[config.mk]
export PLATFORM = sky130hd
export DESIGN_NAME = ihex_stream_gen
export DESIGN_NICKNAME = d
export VERILOG_FILES = /design/src/rtl/ihex_pkg.sv /design/src/rtl/ihex_hexdigit.sv /design/src/rtl/ihex_rec_plan.sv /design/src/rtl/ihex_checksum.sv /design/src/rtl/ihex_stream_gen.sv
export SDC_FILE = /design/constraint.sdc
export NUM_CORES = 1
export LEC_CHECK = 0
export BUFFER_PORTS_ARGS = -buffer_cell sky130_fd_sc_hd__clkbuf_2
export CORE_MARGIN = 10
export CORE_UTILIZATION = 52
export CTS_CLUSTER_DIAMETER = 200
export DETAILED_ROUTE_END_ITERATION = 10
export GPL_TIMING_DRIVEN = 0
export PLACE_DENSITY_LB_ADDON = 0.15
export SLEW_MARGIN = 10
export SYNTH_ARGS = -nofsm -noshare
export SYNTH_HDL_FRONTEND = slang
export SYNTH_SLANG_ARGS = --single-unit
[constraint.sdc]
create_clock -name clk -period 2.55 [get_ports clk]
set_input_delay 0.1275 -clock clk [delete_from_list [all_inputs] [get_ports clk]]
set_output_delay 0.1275 -clock clk [all_outputs]
set_load 0.05 [all_outputs]
[src/rtl/ihex_pkg.sv]
package ihex_pkg;

    typedef enum logic [2:0] {
        ST_IDLE,
        ST_CR,
        ST_LF,
        ST_COLON,
        ST_HI,
        ST_LO,
        ST_RD,
        ST_RDW
    } ihex_state_e;

    typedef enum logic [2:0] {
        FLD_CNT,
        FLD_AH,
        FLD_AL,
        FLD_TYP,
        FLD_DAT,
        FLD_SUM
    } ihex_field_e;

    localparam logic [7:0] CHR_CR    = 8'h0D;
    localparam logic [7:0] CHR_LF    = 8'h0A;
    localparam logic [7:0] CHR_COLON = 8'h3A;

    function automatic logic [7:0] nib_to_ascii(input logic [3:0] n);
        if (n < 4'd10) begin
            return {4'h0, n} + 8'h30;
        end
        return {4'h0, n} + 8'h37;
    endfunction

endpackage

[src/rtl/ihex_hexdigit.sv]
module ihex_hexdigit
    import ihex_pkg::*;
(
    input  logic [3:0] nib,
    output logic [7:0] chr
);
    assign chr = nib_to_ascii(nib);
endmodule

[src/rtl/ihex_rec_plan.sv]
module ihex_rec_plan #(
    parameter int LEN_W   = 16,
    parameter int MAX_REC = 32,
    parameter int CNT_W   = $clog2(MAX_REC + 1)
) (
    input  logic [LEN_W-1:0] remain,
    output logic [CNT_W-1:0] rec_len,
    output logic             is_eof
);
    assign is_eof  = (remain == '0);
    assign rec_len = (remain > LEN_W'(MAX_REC)) ? CNT_W'(MAX_REC)
                                                : remain[CNT_W-1:0];
endmodule

[src/rtl/ihex_checksum.sv]
module ihex_checksum (
    input  logic       clk,
    input  logic       rst,
    input  logic       clr,
    input  logic       add_en,
    input  logic [7:0] add_byte,
    output logic [7:0] csum
);
    logic [7:0] sum_q;

    always_ff @(posedge clk) begin
        if (rst || clr) begin
            sum_q <= 8'h00;
        end else if (add_en) begin
            sum_q <= sum_q + add_byte;
        end
    end

    assign csum = 8'h00 - sum_q;
endmodule

[src/rtl/ihex_stream_gen.sv]
module ihex_stream_gen
    import ihex_pkg::*;
#(
    parameter int LEN_W   = 16,
    parameter int MAX_REC = 32
) (
    input  logic             clk,
    input  logic             rst,
    input  logic             start,
    input  logic [15:0]      start_addr,
    input  logic [LEN_W-1:0] byte_len,
    output logic             mem_rd_en,
    output logic [15:0]      mem_rd_addr,
    input  logic [7:0]       mem_rd_data,
    output logic             out_valid,
    input  logic             out_ready,
    output logic [7:0]       out_data,
    output logic             done
);
    localparam int CNT_W = $clog2(MAX_REC + 1);

    ihex_state_e      st;
    ihex_field_e      fld;
    logic [7:0]       fld_byte;
    logic [15:0]      rec_addr;
    logic [15:0]      cur_addr;
    logic [LEN_W-1:0] remain;
    logic [CNT_W-1:0] data_left;
    logic             eof_rec;
    logic             tail;
    logic             done_q;

    logic [CNT_W-1:0] plan_len;
    logic             plan_eof;
    logic [7:0]       csum;
    logic [7:0]       src_byte;
    logic [3:0]       nib;
    logic [7:0]       digit_chr;
    logic             fire;

    ihex_rec_plan #(.LEN_W(LEN_W), .MAX_REC(MAX_REC), .CNT_W(CNT_W)) u_plan (
        .remain (remain),
        .rec_len(plan_len),
        .is_eof (plan_eof)
    );

    ihex_checksum u_csum (
        .clk     (clk),
        .rst     (rst),
        .clr     (st == ST_LF && fire),
        .add_en  (st == ST_LO && fire && fld != FLD_SUM),
        .add_byte(fld_byte),
        .csum    (csum)
    );

    assign src_byte = (fld == FLD_SUM) ? csum : fld_byte;
    assign nib      = (st == ST_LO) ? src_byte[3:0] : src_byte[7:4];

    ihex_hexdigit u_digit (
        .nib(nib),
        .chr(digit_chr)
    );

    always_comb begin
        out_valid = 1'b1;
        case (st)
            ST_CR:        out_data = CHR_CR;
            ST_LF:        out_data = CHR_LF;
            ST_COLON:     out_data = CHR_COLON;
            ST_HI, ST_LO: out_data = digit_chr;
            default: begin
                out_data  = 8'h00;
                out_valid = 1'b0;
            end
        endcase
    end

    assign fire        = out_valid && out_ready;
    assign mem_rd_en   = (st == ST_RD);
    assign mem_rd_addr = cur_addr;
    assign done        = done_q;

    always_ff @(posedge clk) begin
        if (rst) begin
            st        <= ST_IDLE;
            fld       <= FLD_CNT;
            fld_byte  <= 8'h00;
            rec_addr  <= 16'h0000;
            cur_addr  <= 16'h0000;
            remain    <= '0;
            data_left <= '0;
            eof_rec   <= 1'b0;
            tail      <= 1'b0;
            done_q    <= 1'b0;
        end else begin
            case (st)
                ST_IDLE: if (start) begin
                    cur_addr <= start_addr;
                    remain   <= byte_len;
                    done_q   <= 1'b0;
                    tail     <= 1'b0;
                    st       <= ST_CR;
                end
                ST_CR: if (fire) st <= ST_LF;
                ST_LF: if (fire) begin
                    if (tail) begin
                        st     <= ST_IDLE;
                        done_q <= 1'b1;
                    end else begin
                        st        <= ST_COLON;
                        eof_rec   <= plan_eof;
                        data_left <= plan_len;
                        rec_addr  <= plan_eof ? 16'h0000 : cur_addr;
                        fld       <= FLD_CNT;
                        fld_byte  <= 8'(plan_len);
                    end
                end
                ST_COLON: if (fire) st <= ST_HI;
                ST_HI:    if (fire) st <= ST_LO;
                ST_LO: if (fire) begin
                    case (fld)
                        FLD_CNT: begin
                            fld      <= FLD_AH;
                            fld_byte <= rec_addr[15:8];
                            st       <= ST_HI;
                        end
                        FLD_AH: begin
                            fld      <= FLD_AL;
                            fld_byte <= rec_addr[7:0];
                            st       <= ST_HI;
                        end
                        FLD_AL: begin
                            fld      <= FLD_TYP;
                            fld_byte <= {7'd0, eof_rec};
                            st       <= ST_HI;
                        end
                        FLD_TYP, FLD_DAT: begin
                            if (data_left != '0) begin
                                fld <= FLD_DAT;
                                st  <= ST_RD;
                            end else begin
                                fld <= FLD_SUM;
                                st  <= ST_HI;
                            end
                        end
                        default: begin
                            st   <= ST_CR;
                            tail <= eof_rec;
                        end
                    endcase
                end
                ST_RD: begin
                    cur_addr  <= cur_addr + 16'd1;
                    remain    <= remain - LEN_W'(1);
                    data_left <= data_left - CNT_W'(1);
                    st        <= ST_RDW;
                end
                ST_RDW: begin
                    fld_byte <= mem_rd_data;
                    st       <= ST_HI;
                end
                default: st <= ST_IDLE;
            endcase
        end
    end

    AST_OUT_HOLD: assert property (@(posedge clk) disable iff (rst)
        out_valid && !out_ready |=> out_valid && $stable(out_data));

    AST_RD_SINGLE: assert property (@(posedge clk) disable iff (rst)
        mem_rd_en |=> !mem_rd_en);

    AST_RD_QUIET: assert property (@(posedge clk) disable iff (rst)
        mem_rd_en |-> !out_valid);

    AST_DONE_QUIET: assert property (@(posedge clk) disable iff (rst)
        done |-> !out_valid && !mem_rd_en);

    AST_HEX_UPPER: assert property (@(posedge clk) disable iff (rst)
        (st == ST_HI || st == ST_LO) |->
            ((digit_chr >= 8'h30 && digit_chr <= 8'h39) ||
             (digit_chr >= 8'h41 && digit_chr <= 8'h46)));

    AST_REC_LIMIT: assert property (@(posedge clk) disable iff (rst)
        st == ST_COLON |-> data_left <= CNT_W'(MAX_REC));

    AST_BUSY_IGNORE: assert property (@(posedge clk) disable iff (rst)
        (st != ST_IDLE) && !done |=> !done || $past(st == ST_LF && tail));

endmodule

After elaboration in Yosys (flattened, before gate mapping)
Index checks and enable logic that the tools add are counted.

operators by class
  shift-type cells = 0
  bitwise gates (word level) = 1
  reductions and logical operators = 28
  multiplexer cells = 44
  eq/ne operators = 24
  multipliers = 0
  div/mod/pow operators = 0
  magnitude comparators = 2
  add/sub/neg operators = 7

operators with widths
  cell                                                                              count
  16-bit case mux with 2 select lines                                               2
  16-bit two-way mux                                                                3
  8-bit two-way mux                                                                 6
  8-bit case mux with 3 select lines                                                2
  8-bit case mux with 4 select lines                                                1
  3-bit two-way mux                                                                 9
  3-bit case mux with 8 select lines                                                1
  3-bit == test, second input constant                                              6
  6-bit two-way mux                                                                 3
  2-bit inequality test, second input constant                                      9
  16-bit by 1-bit adder with 16-bit output, second input constant                   1
  16-bit by 6-bit greater-than comparator with 1-bit output, second input constant  1
  16-bit zero test                                                                  1
  16-bit by 1-bit subtractor with 16-bit output, second input constant              1
  4-bit by 6-bit adder with 7-bit output, second input constant                     2
  3-bit by 2-bit == test with 1-bit output, second input constant                   4
  3-bit case mux with 2 select lines                                                2
  3-bit case mux with 4 select lines                                                1
  6-bit case mux with 2 select lines                                                1
  5-bit AND reduction                                                               2
  2-bit nonzero test                                                                5
  5-bit OR reduction                                                                2
  8-bit adder                                                                       1
  1-bit two-way mux                                                                 8
  22 further kinds                                                                  32

word-level totals
  bits in registers = 79
  ROM bits = 0
  input bits = 44
  bits in writable memories = 0
  latch bits = 0
  memories = 0

Logic depth before layout (Yosys ltp)
Gate-level depths: netlist of run 1.

  word-level depth = 7
  mapped depth = 10
  mapped depth without buffers = 10

Cells and area by module
Synthesis of run 1 repeated with hierarchy kept, for this count alone.

unflattened totals
  cells, all modules = 666
  area total of the unflattened synthesis = 5,084.9 sq um

modules (own cells, without submodules)
  module           instances  cells an instance  area each (sq um)  sequential area each (sq um)
  ihex_stream_gen  1          549                4,152.7            1,421.4
  ihex_checksum    1          87                 718.2              160.2
  ihex_rec_plan    1          14                 108.9              0.0
  ihex_hexdigit    1          16                 105.1              0.0

Least setup slack after synthesis of run 1
No wires, ideal clock.

  path kind = flip-flop to output port
  from = reg u_csum.sum_q[1]
  to = out out_data[3]
  setup slack = -324 ps
  stages on the path, launching flop included = 8
  data arrival time = 2,746 ps
  buffers on the path = 0
  cells stage by stage = dfxtp_1 inv_1 ha_1 nor3b_1 and3_1 o311ai_0 a22o_1 o32ai_1

on the way
  longest elaborated chain between the ends = 7
  elaborated cells between the ends (all ways) = 10
  those cells by class = add/sub (3); order compare (1); mux (6)

RTL lines
  item                                                                                  line                            source
  start: declaration                                                                    ihex_checksum.sv:9              logic [7:0] sum_q;
  start signal: assignment                                                              ihex_checksum.sv:15             sum_q <= sum_q + add_byte;
  1-bit by 8-bit subtractor with 8-bit output *                                         ihex_checksum.sv:19             assign csum = 8'h00 - sum_q;
  8-bit two-way mux *                                                                   ihex_stream_gen.sv:56           assign src_byte = (fld == FLD_SUM) ? csum : fld_byte;
  4-bit two-way mux *                                                                   ihex_stream_gen.sv:57           assign nib = (st == ST_LO) ? src_byte[3:0] : src_byte[7:4];
  4-bit by 6-bit adder with 7-bit output or 4-bit less-than comparator (tied branches)  ihex_pkg.sv:29, ihex_pkg.sv:28
  8-bit two-way mux or 1-bit two-way mux (tied branches)                                ihex_pkg.sv:28                  if (n < 4'd10) begin
  8-bit two-way mux *                                                                   ihex_pkg.sv:31                  return {4'h0, n} + 8'h37;
  8-bit case mux with 4 select lines *                                                  ihex_stream_gen.sv:66           case (st)
  end: declaration                                                                      ihex_stream_gen.sv:17           output logic [7:0] out_data,

Mark *: on every way between the ends. The rest lies on a longest branch, timed or not. The select of a mux whose other input is x is not followed.

Worst setup path in the final report of run 1
  from = reg u_csum.sum_q[1]
  to = out out_data[2]

Same word-level chain as after synthesis.

==> flow_summary_export.csv, run 1 <==
group,metric,value,unit
clocking,clockRootBuffer,"clkbuf_8",
final_layout,fill_cells,808,
final_layout,final_area,5880,sq um
final_layout,layout.nets,784,
global_route,grtUsageMet3,5.08,%
clocking,cts_sinks,79,
setup_path,crit_buf_inv,1,
global_route,top_usage_layer,"met2",
setup_path,cp.arrival,2.65,ns
setup_path,crit_path_max_fanout,5,
power,power,2.91,mW
synth,yosysSeqAreaShare,32.9,%
global_route,grt_pass1_vias,5084,
placed_design,placed_area,5300,sq um
drt,drc,0,
global_route,antenna_found_initial,0,
drt,antenna_left,0,
floorplan,die-area,13500,sq um
setup_path,setup.worst_path.start_class,"register",
status,violations,"setup timing",
synth,yosys_warnings,0,
power,p_leak,2.34,nW
timing,setup_violations,8,
drt,drt-pass1-iter-count,5,
placed_design,dp_worst_setup_slack,-0.350,ns
final_layout,final_core_util,64.5,%
floorplan,io_pins,71,
synth,async_flop_share,0,%
final_layout,stdcell_count,842,
clocking,clock_latency,0.36,ns
power,power_density,495,nW/um^2
synth,syn_inst,631,
floorplan,start_util,52.8,%
final_layout,area_growth,22.2,%
synth,synth_flop_cell,"dfxtp_1",
synth,syn-num-nets,689,
global_route,use_met1,31.1,%
global_route,overflow,0,
setup_path,crit_path_top_delay_cell,"or4_4",
drt,via_count,5319,
timing,finClkSkew,0.0185,ns
drt,drtIter0Drc,490,
drt,routedWlPerCell,18.9,um
timing,worst_pin_slew,0.738,ns
setup_path,worst_ep_required_time,2.42,ns
global_route,grt_use_total,23.6,%
placed_design,place_inst,811,
flow_run,maxCapViolCount,0,
placed_design,globalplace.congestion,0.922,
placed_design,numPortBuffers,69,
setup_path,critical_path.top_delay_family,"simple AND/OR/NAND/NOR gates",
timing,fin_crit_sh,109,%
synth,ys_ff_latch,79,
timing,final.setup.worst_slack,-0.230,ns
final_layout,final_cell_mix,"nor2_1, dfxtp_1, clkbuf_2, a21oi_1, nand2_1",
global_route,grt_pass1_wl,25800,um
clocking,clk_path_buf_depth,2,
floorplan,die_h,116,um
timing,period_minus_slack,2.78,ns
worst_hold_path,hold_class,"primary input to register",
setup_path,end_kind,"output pin",
synth,syn-mean-instance-area,7.62,sq um
status,status,"finished with violations",
clocking,cts_buffers,9,
global_route,grt_max_degree,15,
final_layout,num_antenna_cells,0,
timing,hold_viol_final,0,
setup_path,crit_chain,"or4_4 -> o21a_1 -> o311ai_4 -> nand2_2 -> ha_4 -> nor4bb_2 -> a211o_1 -> buf_8",
floorplan,die_x,116,um
global_route,grtUsageMet2,37.7,%
clocking,cts_tree,"built",
final_layout,drive_gt1_share,21.9,%
floorplan,core.rowCount,35,
clocking,cts_max_level,3,
final_layout,final_common_cell,"nor2_1",
synth,synth_edf_count,0,
timing,rsz0062_at_grt,"yes",
synth,synth_area,4810,sq um
setup_path,crit_path_max_incr_delay,0.53,ns
timing,maxClockFrequency,0.360,GHz
placed_design,dp_hpwl,11600,um
power,vdd_drop_max,303,uV
drt,via_per_inst,6.32,
synth,synthDistinctLibCells,71,
drt,routed_wl,15900,um
floorplan,core_area,9110,sq um
setup_path,crit_type,"register to output pin",
timing,slew_headroom,50.8,%
timing,finalMaxSlewViolations,0,
clocking,clk_pin_slew,0.09,ns
-- per-layer routing --
layer / vias to the layer above / part of all wire, %
met3: 33 / 8.2
met5: - / 0
met2: 273 / 46
met1: 2471 / 43
met4: 0 / 2.2
li1: 2542 / -
-- path summary, 6_finish.rpt --
kind / startpoint / endpoint / slack, ns / cells after the start
hold / removal: start_addr[15] / mem_rd_addr[15] / 0.02 / 3
setup reg to reg: st[1] / fld_byte[0] / 0.08 / 8
setup / recovery: u_csum.sum_q[1] / out_data[2] / -0.23 / 8
hold reg to reg: remain[11] / remain[11] / 0.47 / 2
-- timing repair --
| action | CTS | global route |
|---|---|---|
| gates cloned | 1 | 0 |
| hold buffers | 5 | 0 |
| pin swaps | 22 | 8 |
| gates resized for setup | 44 | 36 |
| buffers inserted | 13 | 1 |
| endpoints found under the hold margin | 5 | 0 |
| setup endpoints to repair | 38 | 53 |
-- cell families (layout without fill, tap and decap cells) --
group / Yosys count / after routing / synth area share (%)
AOI/OAI and AO/OA: 208 / 208 / 28.6
xor gates and xnor gates: 6 / 6 / 1.09
adders and majority gates: 14 / 14 / 3.80
buffers and inverters: 57 / 157 / 4.71
DFF: 79 / 79 / 32.9
muxes: 10 / 10 / 2.11
other: 1 / 1 / 0.0780
and+or+nand+nor: 256 / 256 / 26.7
-- cell type report --
class / count / area [sq um] / area share (%)
plain buffers: 35 / 158 / 2.68
clock buffers: 10 / 128 / 2.17
clock inverters: 6 / 68.8 / 1.17
inverters: 17 / 65.1 / 1.11
multi-input cells: 495 / 3150 / 53.7
flip-flops and latches: 79 / 1600 / 27.2
well taps: 111 / 139 / 2.36
repair buffers: 89 / 569 / 9.68
-- flip-flops by register name, summed over array words and instances, names as in the netlist --
| signal | count |
|---|---|
| st | 3 |
| remain | 16 |
| eof_rec | 1 |
| fld_byte | 8 |
| fld | 3 |
| mem_rd_addr | 16 |
| data_left | 6 |
| u_csum.sum_q | 8 |
| rec_addr | 16 |
| tail | 1 |
| done | 1 |
-- metrics by stage --
step / setup TNS, ns / hold WS [ns]
after global routing: -1.66 / 0.0428
after floorplan: 0 / 0.263
final: -1.10 / 0.0198
after detailed placement: -3.48 / 0.371
after CTS: -1.61 / 0.0149
after global placement: -2.56 / 0.365
-- synth_stat cells, drive strengths merged, types with 5 or more instances --
| library cell | instances | area share (%) |
|---|---|---|
| and3 | 7 | 0.91 |
| inv | 16 | 1.2 |
| nor3 | 26 | 2.9 |
| a211oi | 10 | 1.6 |
| nand3 | 23 | 2.4 |
| nor4 | 12 | 1.7 |
| or4 | 8 | 1.3 |
| nor2 | 75 | 5.9 |
| a21o | 5 | 0.78 |
| and2 | 5 | 0.65 |
| nor2b | 13 | 1.7 |
| a221oi | 5 | 0.91 |
| a21oi | 66 | 6.9 |
| nand2 | 55 | 4.3 |
| a22o | 19 | 3.5 |
| mux2i | 9 | 1.9 |
| buf | 6 | 0.73 |
| ha | 13 | 3.4 |
| o311ai | 6 | 1.1 |
| clkbuf | 34 | 2.7 |
| a31oi | 8 | 1.0 |
| o21ai | 37 | 3.9 |
| a2bb2oi | 8 | 1.5 |
| o211ai | 8 | 1.2 |
| dfxtp | 79 | 33 |
| a22oi | 5 | 0.78 |
-- worst register-to-register path, cell delays in order, from the launching register on --
cell and delay [ns]:
dfxtp_2 0.39, clkinv_2 0.14, ha_1 0.37, nand2b_1 0.26
a22o_2 0.36, a21o_1 0.16, clkbuf_1 0.21, a221oi_1 0.32
nor3_1 0.09
-- power breakdown --
part	switching (mW)	leakage [nW]	internal, mW
clock	0.511	0.0968	0.458
sequential	0.0753	0.647	1.28
combinational	0.387	1.59	0.200
(Power assumes the default switching activity.)
==> run 2: changes to the inputs <==
--- a/config.mk
+++ b/config.mk
@@ -10,7 +10,6 @@
 export CORE_UTILIZATION = 52
 export CTS_CLUSTER_DIAMETER = 200
 export DETAILED_ROUTE_END_ITERATION = 10
-export GPL_TIMING_DRIVEN = 0
 export PLACE_DENSITY_LB_ADDON = 0.15
 export SLEW_MARGIN = 10
 export SYNTH_ARGS = -nofsm -noshare
==> flow_summary_export.csv, run 2 (synthesis results as in run 1) <==
group,metric,value,unit
status,status,"finished with violations",
status,violations,"setup timing",
final_layout,final_cell_mix,"dfxtp_1, nor2_1, a21oi_1, clkbuf_2, nand2_1",
setup_path,crit_buf_inv,2,
power,switching_share,31.2,%
placed_design,place_inst,814,
setup_path,crit_path_max_fanout,3,
setup_path,startpoint,"u_csum.sum_q[0]",
floorplan,io_pins,71,
timing,hold_viol_final,0,
setup_path,r2r-start,"remain[0]",
power,comb_power_share,19.9,%
global_route,grt_pass1_wl,23900,um
clocking,cts_sinks,79,
floorplan,die-area,13500,sq um
clocking,cts_tree,"built",
worst_hold_path,min_from,"byte_len[3]",
final_layout,drive_gt1_share,23.4,%
clocking,clock_latency,0.35,ns
setup_path,ff2ff_path_depth,7,
setup_path,r2r_slack,0.08,ns
floorplan,core.rowCount,35,
clocking,clk_pin_slew,0.08,ns
flow_run,maxCapViolCount,0,
power,seqPwrFrac,47.4,%
drt,drtIter0Drc,434,
power,p_sw,0.890,mW
setup_path,cp.arrival,2.60,ns
clocking,clk_path_buf_depth,2,
power,vdd_drop_max,274,uV
drt,antenna_left,0,
floorplan,core_area,9110,sq um
drt,routedWlPerCell,17.3,um
clocking,clockRootBuffer,"clkbuf_8",
global_route,overflow,0,
timing,final.setup.worst_slack,-0.179,ns
worst_hold_path,hold_class,"primary input to register",
setup_path,worst_ep_required_time,2.42,ns
placed_design,dp_worst_setup_slack,-0.0733,ns
drt,via_count,5200,
power,power_frac_clock,32.7,%
global_route,antenna_found_initial,0,
timing,finClkSkew,0.0120,ns
final_layout,layout.nets,781,
timing,maxClockFrequency,0.366,GHz
timing,period_minus_slack,2.73,ns
clocking,cts_buffers,9,
setup_path,crit_type,"register to output pin",
clocking,cts_max_level,3,
setup_path,crit_path_top_delay_cell,"or4_4",
timing,fin_crit_sh,107,%
drt,drc,0,
setup_path,cp.depth,8,
placed_design,numPortBuffers,69,
global_route,grt_use_total,21.4,%
power,power_density,482,nW/um^2
setup_path,setup.worst_path.start_class,"register",
drt,routed_wl,14500,um
final_layout,stdcell_count,839,
setup_path,critical_path.top_delay_family,"simple AND/OR/NAND/NOR gates",
final_layout,num_antenna_cells,0,
floorplan,die_h,116,um
timing,worst_pin_slew,0.647,ns
placed_design,globalplace.congestion,0.912,
setup_path,crit_end,"out_data[2]",
floorplan,start_util,52.8,%
timing,fin_tns_setup,-0.726,ns
setup_path,end_kind,"output pin",
final_layout,area_growth,22.9,%
final_layout,final_core_util,64.9,%
drt,via_per_inst,6.20,
floorplan,die_x,116,um
power,cell_internal_pwr,1.96,mW
drt,drt-pass1-iter-count,5,
final_layout,final_common_cell,"dfxtp_1",
power,p_leak,2.41,nW
timing,finalMaxSlewViolations,0,
global_route,grt_max_degree,29,
placed_design,dp_hpwl,10900,um
timing,slew_headroom,56.8,%
global_route,grt_pass1_vias,4947,
timing,rsz0062_at_grt,"yes",
timing,setup_violations,7,
timing,hold_ws,0.0176,ns
setup_path,crit_chain,"or4_4 -> o21a_1 -> o311ai_4 -> nand2_2 -> buf_6 -> nor4bb_1 -> a211o_1 -> buf_8",
setup_path,r2r-end,"data_left[3]",
setup_path,crit_path_max_incr_delay,0.53,ns
## run 2: changes by cell type in the layout (fill, tap and decap cells not counted), sizes merged
cell         delta
buf            +32
dlygate4sd3     -2
clkbuf         -33
clkinvlp        +1
inv             -1
## run 2: per-layer routing
metal	GRT usage, %	wire [um]	vias to the layer above
met2	35.9	6860	214
met4	6.26	247	0
met5	0	0	-
li1	-	-	2533
met1	27.3	6430	2432
met3	3.95	997	21
## run 2: how the worst min path moves through the flow
stage	endpoint	depth (start not counted)
finish	remain[3]	3
CTS	remain[3]	3
detailed placement	remain[15]	3
global placement	remain[15]	3
floorplan	remain[15]	2
global route	mem_rd_addr[10]	3
## run 2: cell type report
cell class,count,area [sq um]
Fill cell,834,3200
Multi-Input combinational cell,495,3100
Sequential cell,79,1590
Timing Repair Buffer,121,820
Tap cell,111,139
Clock buffer,10,138
Inverter,17,66.3
Clock inverter,6,60.1
## run 2: repair_timing
item                                   4_1_cts  5_1_grt
setup buffers                                4        2
pin swaps                                    4        8
endpoints found under the hold margin        3        0
hold buffers                                 3        0
gates resized for setup                     25       19
setup endpoints to repair                    8       10
## run 2: power groups by stage
| stage | combinational [mW] | sequential (mW) | clock (mW) |
|---|---|---|---|
| floorplan | 0.297 | 1.43 | 0 |
| global placement | 0.536 | 1.38 | 0 |
| detailed placement | 0.543 | 1.38 | 0 |
| CTS | 0.560 | 1.35 | 0.953 |
| global route | 0.614 | 1.36 | 1.01 |
| finish | 0.568 | 1.35 | 0.933 |
## run 2: tightest hold or removal path, delay by kind of cell
family	cells	cell delay [ns]
and+or+nand+nor	1	0.04
buffers and inverters	1	0.08
AOI/OAI and AO/OA	1	0.07
## run 2: through the flow
step                instance area [sq um]  power [mW]
floorplan                            4820        1.73
global placement                     5490        1.91
detailed placement                   5490        1.92
CTS                                  5830        2.86
global route                         5910        2.99
finish                               5910        2.85
==> run 3: changes to the inputs <==
--- a/config.mk
+++ b/config.mk
@@ -7,11 +7,12 @@
 export LEC_CHECK = 0
 export BUFFER_PORTS_ARGS = -buffer_cell sky130_fd_sc_hd__clkbuf_2
 export CORE_MARGIN = 10
-export CORE_UTILIZATION = 52
+export CORE_UTILIZATION = 53
 export CTS_CLUSTER_DIAMETER = 200
 export DETAILED_ROUTE_END_ITERATION = 10
 export PLACE_DENSITY_LB_ADDON = 0.15
 export SLEW_MARGIN = 10
 export SYNTH_ARGS = -nofsm -noshare
 export SYNTH_HDL_FRONTEND = slang
+export SYNTH_HIERARCHICAL = 1
 export SYNTH_SLANG_ARGS = --single-unit
==> flow_summary_export.csv, run 3 <==
group,metric,value,unit
status,status,"finished with violations",
status,violations,"setup timing",
synth,yosysTopAreaCell,"dfxtp_1",
final_layout,multi_input_area,3340,sq um
flow_run,maxCapViolCount,0,
timing,fin_crit_sh,104,%
synth,syn_inst,666,
timing,rsz0062_at_grt,"yes",
final_layout,final_cell_mix,"nand2_1, dfxtp_1, a21oi_1, clkbuf_2, nor2_1",
power,cell_internal_pwr,2.09,mW
timing,worst_pin_slew,0.648,ns
global_route,overflow,0,
synth,yosysSeqAreaShare,31.1,%
setup_path,worst_ep_required_time,2.42,ns
setup_path,end_kind,"output pin",
power,p_leak,2.34,nW
power,power_frac_clock,35.3,%
timing,setup_violations,7,
timing,hold_ws,0.0208,ns
synth,synthDistinctLibCells,76,
synth,synth_area,5080,sq um
timing,finalMaxSlewViolations,0,
drt,routedWlPerCell,18.1,um
drt,dr.max_layer_used,"met4",
power,vdd_drop_max,344,uV
power,seqPwrFrac,44.0,%
power,comb_power_share,20.7,%
drt,antenna_left,0,
drt,via_per_inst,6.24,
synth,synth_most_common_cell,"nand2_1",
power,power_density,503,nW/um^2
drt,wl_met2,7330,um
drt,routed_wl,15800,um
global_route,antenna_found_initial,0,
floorplan,core_area,9280,sq um
final_layout,drive_gt1_share,22.4,%
synth,synth_top_cell_area_share,31.1,%
setup_path,crit_type,"register to output pin",
setup_path,setup.worst_path.start_class,"register",
placed_design,dp_worst_setup_slack,0.0456,ns
timing,slew_headroom,56.7,%
worst_hold_path,hold_class,"primary input to register",
synth,synth_common_cells,"nand2_1, dfxtp_1, a21oi_1",
floorplan,die_h,118,um
floorplan,die_x,118,um
synth,async_flop_share,0,%
clocking,cts_tree,"built",
placed_design,dp_hpwl,11400,um
clocking,clockRootBuffer,"clkbuf_8",
global_route,grt_use_total,21.8,%
drt,drt-pass1-iter-count,7,
setup_path,crit_chain,"inv_4 -> ha_4 -> nand2_4 -> xor2_1 -> mux4_2 -> inv_2 -> ha_4 -> nand2_2 -> mux2_4 -> nand2_2 -> nand2_2 -> buf_8",
floorplan,core.rowCount,35,
floorplan,die-area,13900,sq um
drt,drtIter0Drc,448,
final_layout,fill_cells,829,
final_layout,final_common_cell,"nand2_1",
global_route,grt_pass1_vias,5332,
clocking,clk_path_buf_depth,2,
drt,via_count,5464,
power,p_sw,1.00,mW
global_route,grt_pass1_wl,26200,um
global_route,grt_max_degree,37,
setup_path,crit_path_top_delay_cell,"mux4_2",
synth,syn-num-nets,724,
final_layout,seq_area,1590,sq um
clocking,clock_latency,0.36,ns
placed_design,globalplace.congestion,0.932,
synth,yosys_warnings,6,
setup_path,crit_buf_inv,3,
drt,met3_length,1240,um
clocking,clk_pin_slew,0.09,ns
setup_path,critical_path.top_delay_family,"multiplexers",
setup_path,cp.arrival,2.54,ns
timing,period_minus_slack,2.66,ns
clocking,cts_buffers,9,
drt,drc,0,
timing,finClkSkew,0.0150,ns
floorplan,io_pins,71,
setup_path,crit_path_max_incr_delay,0.49,ns
final_layout,num_antenna_cells,0,
setup_path,crit_path_max_fanout,3,
synth,synth_edf_count,0,
drt,wl_met1,6870,um
placed_design,numPortBuffers,69,
final_layout,area_growth,20.8,%
synth,synth_flop_cell,"dfxtp_1",
power,switching_share,32.5,%
floorplan,start_util,54.8,%
final_layout,layout.nets,799,
clocking,cts_sinks,79,
setup_path,cpMostUsedCell,"nand2_2",
synth,synth_area_leaders,"dfxtp_1, a21oi_1, nand2_1",
timing,hold_viol_final,0,
clocking,cts_max_level,3,
synth,ys_ff_latch,79,
synth,syn-mean-instance-area,7.63,sq um
timing,maxClockFrequency,0.375,GHz
timing,final.setup.worst_slack,-0.114,ns
[run 3: cell types whose count changed in the layout (fill, tap and decap cells not counted), sizes merged, moves of 6 or more]
| cell | delta |
|---|---|
| a32o | +6 |
| buf | -13 |
| a31oi | +11 |
| or3 | +9 |
| a22o | -16 |
| nor2 | -22 |
| nand3b | +15 |
| inv | +6 |
| nor3 | -7 |
| nand2 | +32 |
| a2bb2oi | -7 |
[run 3: logic make-up (layout without fill, tap and decap cells)]
group | after synthesis | count (layout) | synth area share, %
multiplexers | 10 | 10 | 3.00
AND/OR/NAND/NOR | 288 | 288 | 29.7
adder cells (fa/ha/maj) | 14 | 14 | 3.59
AO/OA/AOI/OAI | 198 | 198 | 25.2
other | 1 | 1 | 0.0737
buffers and inverters | 63 | 143 | 5.09
XOR/XNOR | 13 | 13 | 2.24
flip-flops | 79 | 79 | 31.1
[run 3: power groups by stage]
stage	sequential [mW]	clock [mW]	combinational [mW]
finish	1.36	1.09	0.639
detailed placement	1.39	0	0.614
global placement	1.39	0	0.604
global route	1.37	1.17	0.687
floorplan	1.43	0	0.359
CTS	1.36	1.11	0.630
[run 3: per-stage QoR]
| stage | setup TNS, ns | power [mW] | cells | util, % | area [sq um] |
|---|---|---|---|---|---|
| 2_1_floorplan | 0 | 1.79 | 666 | - | 5090 |
| 3_3_place_gp | 0 | 1.99 | 842 | 60.8 | 5650 |
| 3_5_place_dp | 0 | 2.00 | 842 | 60.8 | 5650 |
| 4_1_cts | -0.156 | 3.10 | 870 | 65.5 | 6080 |
| 5_1_grt | -1.12 | 3.23 | 875 | 66.2 | 6140 |
| 6_report | -0.312 | 3.09 | 875 | 66.2 | 6140 |
[run 3: worst min-delay path, stage by stage]
cell and delay, ns:
clkbuf_2 0.08, nand2_1 0.04, a31oi_1 0.08
[run 3: path summary, 6_finish.rpt]
check | start | end | slack (ns) | depth (start not counted)
hold / removal | byte_len[6] | remain[6] | 0.02 | 3
hold reg to reg | rec_addr[7] | rec_addr[7] | 0.46 | 2
setup / recovery | u_csum/sum_q[1] | out_data[2] | -0.11 | 12
setup reg to reg | st[1] | u_csum/sum_q[7] | 0.28 | 8
[run 3: timing repair]
item / CTS / global route
hold endpoints to repair: 5 / 0
hold buffers: 5 / 0
pin swaps: 6 / 6
buffers inserted: 7 / 5
resized for setup: 32 / 7
setup endpoints to repair: 7 / 7
[run 3: metal layers]
layer,up-vias,global-route usage [%]
met5,-,0
met4,0,8.11
met3,38,5.66
met1,2549,27.8
li1,2608,-
met2,269,34.5
[run 3: final cells by class]
cell class              count  area share (%)
multi-input cells         524            54.4
flip-flops and latches     79            26.0
repair buffers            108            12.1
well taps                 129            2.63
clock buffers               9            2.02
clock inverters             7            1.67
inverters                  19            1.24
